`src/rtl/irq_gw_pkg.sv`:
```
package irq_gw_pkg;

    localparam int unsigned WORD_W = 32;

    typedef struct packed {
        logic [WORD_W-1:0] pend;
        logic [WORD_W-1:0] claimed;
        logic [WORD_W-1:0] defer;
    } gw_word_t;

    // Bits of one packed word that belong to a real, non-reserved source.
    function automatic logic [WORD_W-1:0] live_mask(int unsigned base, int unsigned nsrc);
        logic [WORD_W-1:0] m;
        for (int unsigned i = 0; i < WORD_W; i++) begin
            m[i] = ((base + i) != 0) && ((base + i) < nsrc);
        end
        return m;
    endfunction

endpackage

```
`src/rtl/irq_gw_id_decode.sv`:
```
module irq_gw_id_decode #(
    parameter int unsigned NUM_SRC = 80,
    parameter int unsigned ID_W    = 7,
    parameter int unsigned FLAT_W  = 96
) (
    input  logic              vld_i,
    input  logic [ID_W-1:0]   id_i,
    output logic [FLAT_W-1:0] hit_o
);

    for (genvar k = 0; k < FLAT_W; k++) begin : g_bit
        if (k != 0 && k < NUM_SRC) begin : g_live
            assign hit_o[k] = vld_i && (id_i == ID_W'(k));
        end else begin : g_dead
            assign hit_o[k] = 1'b0;
        end
    end

endmodule

```
`src/rtl/irq_gw_word.sv`:
```
module irq_gw_word
    import irq_gw_pkg::*;
#(
    parameter int unsigned NUM_SRC = 80,
    parameter int unsigned BASE    = 0
) (
    input  logic              clk_i,
    input  logic              rst_i,
    input  logic [WORD_W-1:0] src_i,
    input  logic [WORD_W-1:0] claim_hit_i,
    input  logic [WORD_W-1:0] done_hit_i,
    output logic [WORD_W-1:0] pend_o,
    output logic [WORD_W-1:0] claim_o
);

    localparam logic [WORD_W-1:0] LIVE = live_mask(BASE, NUM_SRC);

    gw_word_t          st_d, st_q;
    logic [WORD_W-1:0] done_ok;
    logic [WORD_W-1:0] busy;

    always_comb begin
        st_d    = st_q;
        // a completion only counts for a source that is actually in service
        done_ok = done_hit_i & st_q.claimed;
        // still in service after this edge's completions
        busy    = st_q.claimed & ~done_ok;

        st_d.pend    = (st_q.pend | (src_i & ~busy) | (done_ok & st_q.defer))
                       & ~claim_hit_i & LIVE;
        st_d.claimed = (busy | claim_hit_i) & LIVE;
        st_d.defer   = src_i & busy & LIVE;

        if (rst_i) begin
            st_d = '0;
        end
    end

    always_ff @(posedge clk_i) begin
        st_q <= st_d;
    end

    assign pend_o  = st_q.pend;
    assign claim_o = st_q.claimed;

endmodule

```
`src/rtl/irq_gateway.sv`:
```
module irq_gateway
    import irq_gw_pkg::*;
#(
    parameter int unsigned NUM_SRC   = 80,
    parameter int unsigned ID_W      = $clog2(NUM_SRC),
    parameter int unsigned NUM_WORDS = (NUM_SRC + WORD_W - 1) / WORD_W,
    parameter int unsigned FLAT_W    = NUM_WORDS * WORD_W
) (
    input  logic              clk_i,
    input  logic              rst_i,
    input  logic [NUM_SRC-1:0] src_i,
    input  logic              claim_vld_i,
    input  logic [ID_W-1:0]   claim_id_i,
    input  logic              done_vld_i,
    input  logic [ID_W-1:0]   done_id_i,
    output logic [FLAT_W-1:0] pend_o,
    output logic [FLAT_W-1:0] claim_o
);

    logic [FLAT_W-1:0] src_flat;
    logic [FLAT_W-1:0] claim_hit;
    logic [FLAT_W-1:0] done_hit;

    assign src_flat = FLAT_W'(src_i);

    irq_gw_id_decode #(
        .NUM_SRC (NUM_SRC),
        .ID_W    (ID_W),
        .FLAT_W  (FLAT_W)
    ) u_claim_dec (
        .vld_i (claim_vld_i),
        .id_i  (claim_id_i),
        .hit_o (claim_hit)
    );

    irq_gw_id_decode #(
        .NUM_SRC (NUM_SRC),
        .ID_W    (ID_W),
        .FLAT_W  (FLAT_W)
    ) u_done_dec (
        .vld_i (done_vld_i),
        .id_i  (done_id_i),
        .hit_o (done_hit)
    );

    for (genvar w = 0; w < NUM_WORDS; w++) begin : g_word
        irq_gw_word #(
            .NUM_SRC (NUM_SRC),
            .BASE    (w * WORD_W)
        ) u_word (
            .clk_i       (clk_i),
            .rst_i       (rst_i),
            .src_i       (src_flat [w*WORD_W +: WORD_W]),
            .claim_hit_i (claim_hit[w*WORD_W +: WORD_W]),
            .done_hit_i  (done_hit [w*WORD_W +: WORD_W]),
            .pend_o      (pend_o   [w*WORD_W +: WORD_W]),
            .claim_o     (claim_o  [w*WORD_W +: WORD_W])
        );
    end

endmodule

```
`config.mk`:
```
export PLATFORM = sky130hd
export DESIGN_NAME = irq_gateway
export DESIGN_NICKNAME = d
export VERILOG_FILES = /design/src/rtl/irq_gw_pkg.sv /design/src/rtl/irq_gw_id_decode.sv /design/src/rtl/irq_gw_word.sv /design/src/rtl/irq_gateway.sv
export SDC_FILE = /design/constraint.sdc
export NUM_CORES = 1
export LEC_CHECK = 0
export ABC_AREA = 1
export BUFFER_PORTS_ARGS = -buffer_cell sky130_fd_sc_hd__buf_4
export CORE_UTILIZATION = 55
export CTS_CLUSTER_DIAMETER = 120
export DETAILED_ROUTE_END_ITERATION = 8
export HOLD_SLACK_MARGIN = 0.05
export PLACE_DENSITY = 0.82
export SYNTH_ARGS = -nofsm -noshare
export SYNTH_HDL_FRONTEND = slang
export SYNTH_HIERARCHICAL = 1
export SYNTH_SLANG_ARGS = --single-unit
export TNS_END_PERCENT = 10
```
`constraint.sdc`:
```
create_clock -name clk_i -period 2.25 [get_ports clk_i]
set_clock_uncertainty 0.15 [all_clocks]
set_input_delay 0.1125 -clock clk_i [delete_from_list [all_inputs] [get_ports clk_i]]
set_output_delay 0.1125 -clock clk_i [all_outputs]
set_load 0.02 [all_outputs]
```
==> reports/results.ini <==
[run_status]
outcome = finished, final reports clean

[worst_setup_path]
critPathTopFamily = buffers and inverters
critPathRequiredTime_ns = 2.51
criticalPathCategory = primary input to flip-flop
critPathMaxStageDelay_ns = 0.63
startpoint_type = primary input
cp.arrival_ns = 2.47
path_max_fanout = 8
crit_chain = dlygate4sd3_1 > buf_4 > nor2_1 > nand3_1 > dlygate4sd3_1 > nor2_1 > inv_1 > nand2_1 > a21oi_2
critPathBufInv = 4
crit_slowest_cell = dlygate4sd3_1
critPathCaptureType = flip-flop

[power]
p_comb_share_pct = 12.4
seq_power_share_pct = 45.8
switching_power_w = 0.00243
p_sw_share_pct = 25.4
intPower_w = 0.00712
clock_power_share_pct = 41.8
total_power_w = 0.00955
leakage_nw = 6.72
p_per_area_nw_per_um2 = 661
peakVddDrop_v = 0.000508

[route]
dr.pass1.iters = 5
wl_um = 31700
vias = 10500
drtIter0Drc = 557
drt-vias-per-instance = 4.81
drc = 0
ant_nets = 0
drt-wirelength-per-cell_um = 14.5

[synthesis]
postSynthCellCount = 1689
yosys_warnings = 6
synth_area_um2 = 11900
synth_area_per_cell_um2 = 7.06

[floorplanning]
die_w_um = 149
die_y_um = 149
die_area_um2 = 22300
rows = 53
initial_core_util_pct = 56.3
core_area_um2 = 21200
io_pins = 290

[layout]
finish.utilization_pct = 68.3
fill_cells = 1692
area.growth.synth_to_final_pct = 21.3
final_area_um2 = 14500
multi_input_comb_area_um2 = 4220
seq_area_um2 = 4740
diodes = 0
drive_gt1_share_pct = 21.0
nNetsFinal = 1986

[placed_design]
gp_congestion = 0.888
portBuffers = 254
hpwl_um = 22400
placed_area_um2 = 12600

[clock_network]
cts-root-buf = clkbuf_16
clock_sinks = 237
cts_tree = yes
htreeDepth = 1
clk_pin_slew_ns = 0.06
cts_buffers = 25
clockBufferDepth = 3
clk_latency_ns = 0.52
postCtsSetupRepairBufs = 0
cts_resized = 0

[timing]
rsz0062_at_grt = no
hold_viol_final = 0
fmax_mhz = 453
finalMaxSlewViolations = 0
worstMarginPinSlew_ns = 0.710
fin_crit_ns = 2.21
period_share_pct = 98.1
setup_viol = 0
setup_tns_ns = 0
max_slew_margin_pct = 52.6

[grt]
grt_pass1_wl_um = 49100
overflow = 0
grt_antenna_before_repair = 0
grt_max_degree = 61
grt_pass1_vias = 10100
track_usage_pct = 28.0

[worst_hold_path]
hold_class = primary input to flip-flop

[flow_run]
drv_cap = 0

==> path summary, 6_finish.rpt <==
path	startpoint	to	slack, ns	cells after the start
setup / recovery	claim_id_i[3]	g_word[0].u_word/pend_o[17]	0.04	9
hold / removal	done_id_i[2]	g_word[2].u_word/st_q[11]	0.09	7
setup reg to reg	g_word[0].u_word/claim_o[10]	g_word[0].u_word/st_q[10]	0.75	3
hold reg to reg	g_word[2].u_word/pend_o[0]	g_word[2].u_word/pend_o[0]	0.29	2
==> layout make-up <==
type                       count  area share (%)
multi-input combinational    918            29.2
tap                          275            2.38
timing repair buffer         371            21.3
clock inverter                11           0.606
clock buffer                  35            4.93
inverter                     335            8.77
sequential                   237            32.8
==> metal layers <==
layer | vias to the layer above | global-route usage [%] | part of all wire (%)
met2 | 427 | 51.2 | 50
met5 | - | 0 | 0
li1 | 5201 | - | -
met1 | 4781 | 30.2 | 37
met3 | 95 | 6.48 | 8.4
met4 | 0 | 13.6 | 4.7
==> power groups by stage <==
| stage | Clock (W) | Combinational [W] | Sequential [W] |
|---|---|---|---|
| after floorplan | 0 | 0.000848 | 0.00444 |
| after global placement | 0 | 0.00101 | 0.00446 |
| after detailed placement | 0 | 0.00103 | 0.00447 |
| after CTS | 0.00406 | 0.00117 | 0.00437 |
| after global routing | 0.00425 | 0.00128 | 0.00438 |
| final | 0.00399 | 0.00118 | 0.00438 |
==> timing repair <==
action,4_1_cts,5_1_grt
hold buffers,107,0
setup endpoints to repair,0,0
hold endpoints to repair,222,0
==> stage by stage <==
| stage | std cells | hold WS, ns | setup slack, ns |
|---|---|---|---|
| detailed placement | 2029 | 0.229 | 0.534 |
| CTS | 2182 | 0.0648 | 0.138 |
| finish | 2182 | 0.0853 | 0.0433 |
| floorplan | 1721 | 0.105 | 1.05 |
| global placement | 2029 | 0.224 | 0.592 |
| global route | 2182 | 0.110 | 0.0308 |
==> placed cells by master, fill, tap and decap left out, drive strengths merged <==
master	instances
bufinv	1
dlygate4sd3	107
a21oi	158
clkbuf	35
dfxtp	237
nor3	79
nor2	174
clkinv	9
nand2	433
nand3	40
conb	34
inv	336
buf	264
==> sequential cells by signal, indices dropped and copies added (netlist names) <==
register               count
g_word.u_word/claim_o     79
g_word.u_word/pend_o      79
g_word.u_word/st_q        79
==> worst min-delay path: cells and delay by family <==
family / cells / cell delay [ns]
AND/OR/NAND/NOR: 5 / 0.45
buffers and inverters: 2 / 0.15
Power figures use the tool's default switching activity.
